===== config.mk =====
export PLATFORM = sky130hd
export DESIGN_NAME = rn_rename_unit
export DESIGN_NICKNAME = d
export VERILOG_FILES = /design/src/rtl/rn_pkg.sv /design/src/rtl/rn_map_table.sv /design/src/rtl/rn_free_fifo.sv /design/src/rtl/rn_rename_unit.sv
export SDC_FILE = /design/constraint.sdc
export NUM_CORES = 1
export LEC_CHECK = 0
export BUFFER_PORTS_ARGS = -buffer_cell sky130_fd_sc_hd__buf_2
export CAP_MARGIN = 20
export CORE_MARGIN = 2
export CORE_UTILIZATION = 55
export DETAILED_ROUTE_END_ITERATION = 8
export GPL_ROUTABILITY_DRIVEN = 0
export MAX_ROUTING_LAYER = met4
export PLACE_DENSITY = 0.72
export SKIP_CTS_REPAIR_TIMING = 1
export SLEW_MARGIN = 0
export SYNTH_ARGS = -nofsm -noshare
export SYNTH_HDL_FRONTEND = slang
export SYNTH_SLANG_ARGS = --single-unit

===== constraint.sdc =====
create_clock -name clk -period 4.2 [get_ports clk]
set_input_delay 1.05 -clock clk [delete_from_list [all_inputs] [get_ports clk]]
set_output_delay 1.05 -clock clk [all_outputs]
set_load 0.01 [all_outputs]

===== src/rtl/rn_pkg.sv =====
package rn_pkg;
  // Default sizing for the rename unit
  localparam int unsigned DEF_NUM_LOG  = 16;
  localparam int unsigned DEF_NUM_PHYS = 32;

  // Width of a counter or pointer able to index n entries
  function automatic int unsigned idx_bits(input int unsigned n);
    return (n > 1) ? $clog2(n) : 1;
  endfunction
endpackage


===== src/rtl/rn_map_table.sv =====
module rn_map_table #(
  parameter int unsigned NUM_LOG  = rn_pkg::DEF_NUM_LOG,
  parameter int unsigned NUM_PHYS = rn_pkg::DEF_NUM_PHYS,
  localparam int unsigned LW = rn_pkg::idx_bits(NUM_LOG),
  localparam int unsigned PW = rn_pkg::idx_bits(NUM_PHYS)
) (
  input  logic          clk,
  input  logic          rst_n,
  input  logic [LW-1:0] rd_idx0,
  input  logic [LW-1:0] rd_idx1,
  output logic [PW-1:0] rd_pid0,
  output logic [PW-1:0] rd_pid1,
  input  logic          wr_en,
  input  logic [LW-1:0] wr_idx,
  input  logic [PW-1:0] wr_pid
);
  logic [PW-1:0] bind_q [NUM_LOG];

  // One register per architectural id, reset to the identity binding
  for (genvar k = 0; k < NUM_LOG; k++) begin : g_entry
    always_ff @(posedge clk) begin
      if (!rst_n)
        bind_q[k] <= PW'(k);
      else if (wr_en && (wr_idx == LW'(k)))
        bind_q[k] <= wr_pid;
    end
  end

  // Reads see the state before this cycle's write
  assign rd_pid0 = bind_q[rd_idx0];
  assign rd_pid1 = bind_q[rd_idx1];

  AST_MAP_UPDATE: assert property (@(posedge clk) disable iff (!rst_n)
    wr_en |=> bind_q[$past(wr_idx)] == $past(wr_pid));
endmodule


===== src/rtl/rn_free_fifo.sv =====
module rn_free_fifo #(
  parameter int unsigned NUM_LOG  = rn_pkg::DEF_NUM_LOG,
  parameter int unsigned NUM_PHYS = rn_pkg::DEF_NUM_PHYS,
  localparam int unsigned DEPTH = NUM_PHYS - NUM_LOG,
  localparam int unsigned PW = rn_pkg::idx_bits(NUM_PHYS),
  localparam int unsigned AW = rn_pkg::idx_bits(DEPTH),
  localparam int unsigned CW = $clog2(DEPTH + 1)
) (
  input  logic          clk,
  input  logic          rst_n,
  input  logic          pop_i,
  input  logic          push_i,
  input  logic [PW-1:0] push_pid_i,
  output logic [PW-1:0] head_pid_o,
  output logic          empty_o,
  output logic          full_o
);
  logic [PW-1:0] slot_q [DEPTH];
  logic [AW-1:0] rd_ptr_q, wr_ptr_q;
  logic [CW-1:0] count_q;

  function automatic logic [AW-1:0] ptr_inc(input logic [AW-1:0] p);
    return (p == AW'(DEPTH - 1)) ? '0 : p + AW'(1);
  endfunction

  // Slots start out holding the spare physical ids in ascending order
  for (genvar k = 0; k < DEPTH; k++) begin : g_slot
    always_ff @(posedge clk) begin
      if (!rst_n)
        slot_q[k] <= PW'(NUM_LOG + k);
      else if (push_i && (wr_ptr_q == AW'(k)))
        slot_q[k] <= push_pid_i;
    end
  end

  always_ff @(posedge clk) begin
    if (!rst_n) begin
      rd_ptr_q <= '0;
      wr_ptr_q <= '0;
      count_q  <= CW'(DEPTH);
    end else begin
      if (pop_i)  rd_ptr_q <= ptr_inc(rd_ptr_q);
      if (push_i) wr_ptr_q <= ptr_inc(wr_ptr_q);
      count_q <= count_q + CW'(push_i) - CW'(pop_i);
    end
  end

  assign head_pid_o = slot_q[rd_ptr_q];
  assign empty_o    = (count_q == '0);
  assign full_o     = (count_q == CW'(DEPTH));

  AST_BALANCED_COUNT: assert property (@(posedge clk) disable iff (!rst_n)
    (push_i && pop_i) |=> count_q == $past(count_q));
  AST_HEAD_HELD: assert property (@(posedge clk) disable iff (!rst_n)
    (!pop_i && !empty_o) |=> head_pid_o == $past(head_pid_o));
  AST_DRAIN_EMPTY: assert property (@(posedge clk) disable iff (!rst_n)
    (count_q == CW'(1) && pop_i && !push_i) |=> empty_o);
endmodule


===== src/rtl/rn_rename_unit.sv =====
module rn_rename_unit #(
  parameter int unsigned NUM_LOG  = rn_pkg::DEF_NUM_LOG,
  parameter int unsigned NUM_PHYS = rn_pkg::DEF_NUM_PHYS,
  localparam int unsigned LW = rn_pkg::idx_bits(NUM_LOG),
  localparam int unsigned PW = rn_pkg::idx_bits(NUM_PHYS)
) (
  input  logic          clk,
  input  logic          rst_n,
  input  logic          ren_valid,
  output logic          ren_ready,
  input  logic [LW-1:0] ren_src0,
  input  logic [LW-1:0] ren_src1,
  input  logic          ren_has_dst,
  input  logic [LW-1:0] ren_dst,
  output logic [PW-1:0] ren_psrc0,
  output logic [PW-1:0] ren_psrc1,
  output logic [PW-1:0] ren_pdst,
  input  logic          free_valid,
  output logic          free_ready,
  input  logic [PW-1:0] free_pid,
  output logic          stall
);
  logic          pool_empty, pool_full;
  logic [PW-1:0] pool_head;
  logic          alloc, release_fire;

  assign stall        = pool_empty;
  assign ren_ready    = !(ren_has_dst && pool_empty);
  assign alloc        = ren_valid && ren_ready && ren_has_dst;
  assign free_ready   = !pool_full;
  assign release_fire = free_valid && free_ready;
  assign ren_pdst     = pool_head;

  rn_map_table #(.NUM_LOG(NUM_LOG), .NUM_PHYS(NUM_PHYS)) u_map (
    .clk     (clk),
    .rst_n   (rst_n),
    .rd_idx0 (ren_src0),
    .rd_idx1 (ren_src1),
    .rd_pid0 (ren_psrc0),
    .rd_pid1 (ren_psrc1),
    .wr_en   (alloc),
    .wr_idx  (ren_dst),
    .wr_pid  (pool_head)
  );

  rn_free_fifo #(.NUM_LOG(NUM_LOG), .NUM_PHYS(NUM_PHYS)) u_pool (
    .clk        (clk),
    .rst_n      (rst_n),
    .pop_i      (alloc),
    .push_i     (release_fire),
    .push_pid_i (free_pid),
    .head_pid_o (pool_head),
    .empty_o    (pool_empty),
    .full_o     (pool_full)
  );

  AST_STALL_BLOCKS_WRITE: assert property (@(posedge clk) disable iff (!rst_n)
    (stall && ren_has_dst) |-> !ren_ready);
  AST_READONLY_KEEPS_POOL: assert property (@(posedge clk) disable iff (!rst_n)
    (ren_valid && !ren_has_dst && !release_fire && !stall) |=> $stable(ren_pdst));
  AST_READONLY_ALWAYS_READY: assert property (@(posedge clk) disable iff (!rst_n)
    !ren_has_dst |-> ren_ready);
endmodule


==> flow_summary_export.csv, run 1 <==
group,metric,value,unit
sta,slew_headroom,0.244,
power_and_ir_drop,p_leak,3.12,nW
layout,layout-drive-gt1-share,0.217,
cts,cts_root_buf,"clkbuf_16",
layout,final_util,0.624,
synth,yosysSeqAreaShare,0.575,
layout,fin_cells,942,
power_and_ir_drop,p_total,4.50,mW
synth,synthDominantCellAreaShare,0.537,
sta,slew_violations,0,
sta,tns,0,ns
setup_path,cpPeakStageDelay,0.50,ns
power_and_ir_drop,switching_power,1.25,mW
layout,stdcell_area,9910,µm²
sta,fin_worst_skew,0.0100,ns
global_route,grt_first_pass_wirelength,33.4,mm
layout,final_common_cell,"edfxtp_1",
flow_run,maxCapViolations,0,
floorplan,die_area,17300,µm²
setup_path,ff2ff_path_depth,14,
route,antenna_left,0,
setup_path,rr_endpoint,"u_pool.count_q[4]$_SDFF_PN1_",
hold_path,hp-class,"flip-flop to flip-flop",
route,drt_iter0_drc,607,
sta,whs,0.549,ns
layout,nets,745,
place,dp_hpwl,15.4,mm
synth,synthCells,681,
place,post-place-ws,0.590,ns
power_and_ir_drop,p_comb_frac,0.166,
cts,cts_buffers,17,
cts,cts_buffer_depth,2,
route,drt-total-wl,21.5,mm
synth,synth.avg_cell_area,13.1,µm²
setup_path,cpMostUsedCell,"buf_2",
route,routed_via_density,6.32,
route,drc_errors,0,
sta,setup_ws,0.608,ns
synth,synthMuxAreaShare,0.170,
layout,nFillCells,1216,
synth,yosys_warnings,0,
power_and_ir_drop,p_per_area,454,nW/µm²
layout,layout_common_cells,"edfxtp_1, nor2_1, nand2_1, mux4_2, buf_2",
setup_path,cp-end-kind,"output pin",
route,first_pass_iters,5,
setup_path,crit_arrival,2.54,ns
floorplan,die_y,132,µm
place,placedCellCount,906,
route,drt-wirelength-per-cell,22.8,µm
sta,fmax,278,MHz
synth,synthArstFlopShare,0,
setup_path,regToRegStartpoint,"u_pool.count_q[3]$_SDFF_PN0_",
synth,synth_edf_count,160,
cts,cts_max_level,4,
sta,fin_crit,3.59,ns
synth,synth-simple-area-share,0.140,
synth,synth-xor-area-share,0.00587,
hold_path,min_from,"u_pool.rd_ptr_q[1]$_SDFFE_PN0N_",
sta,worst-slew-pin-transition,1.12,ns
setup_path,cp.required,3.15,ns
setup_path,crit_path_start_kind,"input pin",
floorplan,start_util,0.563,
setup_path,worstSetupPathType,"input pin to output pin",
floorplan,chipWidth,132,µm
global_route,grt.total_usage,0.265,
setup_path,crit_slowest_cell,"mux4_2",
cts,cts_sinks,177,
synth,synth_compound_area_frac,0.0565,
sta,finalCritPeriodShare,0.855,
global_route,grt_max_degree,38,
sta,hold_violations,0,
synth,synthFlopType,"edfxtp_1",
setup_path,r2r_slack,1.04,ns
global_route,grt_overflow_total,0,
synth,yosys-top-cells-area,"edfxtp_1, mux4_2, dfxtp_1, nor2_1, nand2_1",
setup_path,crit_chain,"buf_2 > buf_12 > mux4_2 > a22oi_1 > nand2_1 > buf_2",
floorplan,core,15900,µm²
synth,ys_ff_latch,177,
power_and_ir_drop,seqPwrFrac,0.458,
cts,clkTransAtPathRegs,0.06,ns
synth,syn_nets,715,
global_route,antenna_found_initial,2,
cts,insertion_delay,0.44,ns
floorplan,ioPinCount,40,
layout,area_delta_synth_final,10.8,%
floorplan,rows,46,
synth,syn_area,8950,µm²
cts,cts_tree,"done",
place,port_buffers,39,
power_and_ir_drop,p_int,3.25,mW
synth,synth_top_cell_by_area,"edfxtp_1",
place,postPlaceCellArea,9260,µm²
synth,synth_top_family_by_area,"multiplexers",
synth,synth_fa_ha_area_frac,0.0176,
sta,rsz0062_at_grt,"false",
power_and_ir_drop,power_frac_clock,0.376,
run_status,status,"complete, no violations",
global_route,grt_pass1_vias,5761,
hold_path,hold-path-cell-count,2,
synth,synth_cell_types,47,
power_and_ir_drop,vdd_drop_max,311,µV
setup_path,crit_fanout,11,
route,vias,5954,
sta,setup_viol,0,
power_and_ir_drop,switching_share,0.278,
## worst max-delay path by stage
stage | start | endpoint | slack (ns) | cells past startpoint
finish | ren_src1[0] | ren_psrc1[0] | 0.61 | 6
global route | ren_src1[0] | ren_psrc1[0] | 0.46 | 6
CTS | ren_src1[0] | ren_psrc1[0] | 0.58 | 6
detailed placement | ren_src1[0] | ren_psrc1[0] | 0.59 | 6
global placement | ren_src1[0] | ren_psrc1[1] | 0.62 | 6
floorplan | ren_src0[0] | ren_psrc0[0] | 1.02 | 4
## layout make-up
type	instances	area, µm²	area share
diodes	2	5.00	0.000505
clock buffers	18	439	0.0443
clock inverters	14	194	0.0196
inverters	21	78.8	0.00795
multi-input cells	443	3490	0.352
flip-flops and latches	177	5140	0.519
well taps	216	270	0.0273
repair buffers	51	293	0.0295
## synth_stat cells, types with 5 or more instances
| cell type | number |
|---|---|
| a21oi_1 | 18 |
| a22oi_1 | 20 |
| and2_1 | 5 |
| and3_1 | 6 |
| buf_2 | 13 |
| clkbuf_1 | 19 |
| dfxtp_1 | 17 |
| edfxtp_1 | 160 |
| ha_1 | 11 |
| inv_1 | 15 |
| inv_2 | 6 |
| mux2i_1 | 13 |
| mux4_1 | 7 |
| mux4_2 | 51 |
| nand2_1 | 76 |
| nand2b_1 | 7 |
| nand3_1 | 24 |
| nor2_1 | 87 |
| nor2b_1 | 7 |
| nor3_1 | 9 |
| o21ai_0 | 35 |
| or2_1 | 10 |
| or2_2 | 7 |
| or3_1 | 16 |
## power by group through the flow
stage	Clock (mW)	Combinational [mW]	Sequential (mW)
detailed placement	0	0.743	2.10
finish	1.69	0.747	2.06
global placement	0	0.710	2.09
CTS	1.70	0.745	2.06
global route	1.77	0.822	2.07
floorplan	0	0.565	2.07
## sequential cells by signal, summed over array words and instances (netlist names), named ones only
name	cells
u_map.bind_q	80
u_pool.count_q	5
u_pool.rd_ptr_q	4
u_pool.slot_q	80
u_pool.wr_ptr_q	4
## worst max-delay path: cells and delay by family
kind | cells | cell delay [ns]
AOI/OAI and AO/OA | 1 | 0.22
buffers and inverters | 3 | 0.68
muxes | 1 | 0.50
and+or+nand+nor | 1 | 0.09
## routing by layer
metal	global-route usage	wire length (µm)
met1	0.358	8790
met3	0.0606	1830
met2	0.402	10500
met5	-	0
met4	0.0906	419
## kinds of logic after synthesis
kind of cell | count (synthesis)
buffers and inverters | 61
AND/OR/NAND/NOR | 266
AO/OA/AOI/OAI | 84
multiplexers | 75
flip-flops | 177
XOR/XNOR | 6
adder cells (fa/ha/maj) | 12
Power figures use the tool's default switching activity.
==> run 2, diff against run 1 <==
==> constraint.sdc (replaced) <==
create_clock -name clk -period 3.4 [get_ports clk]
set_input_delay 0.85 -clock clk [delete_from_list [all_inputs] [get_ports clk]]
set_output_delay 0.85 -clock clk [all_outputs]
set_load 0.01 [all_outputs]
==> flow_summary_export.csv, run 2 (synthesis gave the netlist of run 1 again) <==
group,metric,value,unit
cts,cts_buffers,17,
power_and_ir_drop,p_leak,3.18,nW
cts,cts_max_level,4,
flow_run,maxCapViolations,0,
setup_path,r2r_slack,0.22,ns
floorplan,chipWidth,132,µm
cts,cts_tree,"done",
sta,slew_violations,0,
hold_path,hp-class,"flip-flop to flip-flop",
setup_path,cp-end-kind,"output pin",
floorplan,die_area,17300,µm²
cts,clkTransAtPathRegs,0.07,ns
route,drc_errors,0,
floorplan,rows,46,
sta,slew_headroom,0.400,
cts,cts_sinks,177,
global_route,grt_max_degree,28,
sta,rsz0062_at_grt,"false",
place,placedCellCount,925,
global_route,grt_overflow_total,0,
global_route,grt.total_usage,0.264,
run_status,status,"complete, no violations",
layout,layout_common_cells,"edfxtp_1, nor2_1, nand2_1, mux4_2, buf_2",
setup_path,cp.required,2.55,ns
layout,final_util,0.629,
setup_path,crit_slowest_cell,"mux4_2",
sta,fin_worst_skew,0.00968,ns
floorplan,start_util,0.563,
layout,stdcell_area,9990,µm²
route,antenna_left,0,
global_route,grt_pass1_vias,5939,
setup_path,cpPeakStageDelay,0.57,ns
route,vias,6011,
global_route,grt_first_pass_wirelength,33.3,mm
floorplan,core,15900,µm²
floorplan,die_y,132,µm
place,port_buffers,39,
route,drt-total-wl,21.4,mm
sta,hold_violations,0,
sta,worst-slew-pin-transition,0.890,ns
place,dp_hpwl,15.7,mm
cts,insertion_delay,0.44,ns
route,first_pass_iters,7,
setup_path,crit_arrival,2.37,ns
place,post-place-ws,0.241,ns
layout,layout-drive-gt1-share,0.229,
sta,tns,0,ns
sta,fmax,311,MHz
floorplan,ioPinCount,40,
power_and_ir_drop,p_total,5.41,mW
layout,final_common_cell,"edfxtp_1",
cts,cts_root_buf,"clkbuf_16",
setup_path,worstSetupPathType,"flip-flop to output pin",
sta,setup_viol,0,
place,postPlaceCellArea,9420,µm²
power_and_ir_drop,vdd_drop_max,386,µV
sta,fin_crit,3.22,ns
cts,cts_buffer_depth,2,
power_and_ir_drop,p_per_area,542,nW/µm²
sta,finalCritPeriodShare,0.946,
layout,fin_cells,959,
layout,area_delta_synth_final,11.6,%
layout,reg_top3,"u_map.bind_q x80, u_pool.slot_q x80, u_pool.count_q x5",
route,routed_via_density,6.27,
global_route,antenna_found_initial,2,
layout,nets,762,
setup_path,crit_fanout,18,
setup_path,crit_chain,"buf_4 > mux4_2 > mux2i_1 > mux2_4 > inv_2 > buf_2",
setup_path,crit_path_start_kind,"flip-flop",
route,drt_iter0_drc,734,
route,drt-wirelength-per-cell,22.3,µm
sta,whs,0.576,ns
sta,setup_ws,0.184,ns
==> run 2: cell count changes in the layout (fill, tap and decap cells not counted), sizes merged <==
cell / change
clkinvlp: -1
clkinv: +7
bufinv: -1
buf: +17
clkbuf: -1
inv: -4
==> run 2: power breakdown <==
group	total (mW)	switching [mW]	internal, mW
Combinational	0.978	0.610	0.367
Clock	1.89	0.813	1.08
Sequential	2.55	0.0689	2.48
==> run 2: per-layer routing <==
layer / global-route usage / wire, µm / vias to the layer above / share of wire
li1: - / - / 2674 / -
met1: 0.338 / 8240 / 2951 / 0.39
met2: 0.417 / 10700 / 336 / 0.50
met3: 0.0579 / 1850 / 50 / 0.086
met4: 0.105 / 621 / 0 / 0.029
met5: - / 0 / - / 0
==> run 2: cell type report <==
| cell class | instances | area, µm² |
|---|---|---|
| antenna | 2 | 5.00 |
| clock inverter | 15 | 141 |
| sequential | 177 | 5140 |
| inverter | 21 | 78.8 |
| tap | 216 | 270 |
| timing repair buffer | 68 | 438 |
| fill | 1219 | 5890 |
| clock buffer | 17 | 425 |
| multi-input combinational | 443 | 3490 |
==> run 2: path summary, 6_finish.rpt <==
path                                        start                               to  cells after the start
setup / recovery                        flip-flop                      ren_pdst[3]                      6
hold / removal    u_pool.wr_ptr_q[1]$_SDFFE_PN0P_  u_pool.wr_ptr_q[1]$_SDFFE_PN0P_                      2
setup reg to reg     u_pool.count_q[3]$_SDFF_PN0_     u_pool.count_q[4]$_SDFF_PN1_                     14
hold reg to reg   u_pool.wr_ptr_q[1]$_SDFFE_PN0P_  u_pool.wr_ptr_q[1]$_SDFFE_PN0P_                      2
==> run 2: critical path, delay by kind of cell, from the launching register on <==
family / cells / cell delay [ns]
buf+inv: 3 / 0.49
flops: 1 / 0.32
mux: 3 / 1.10
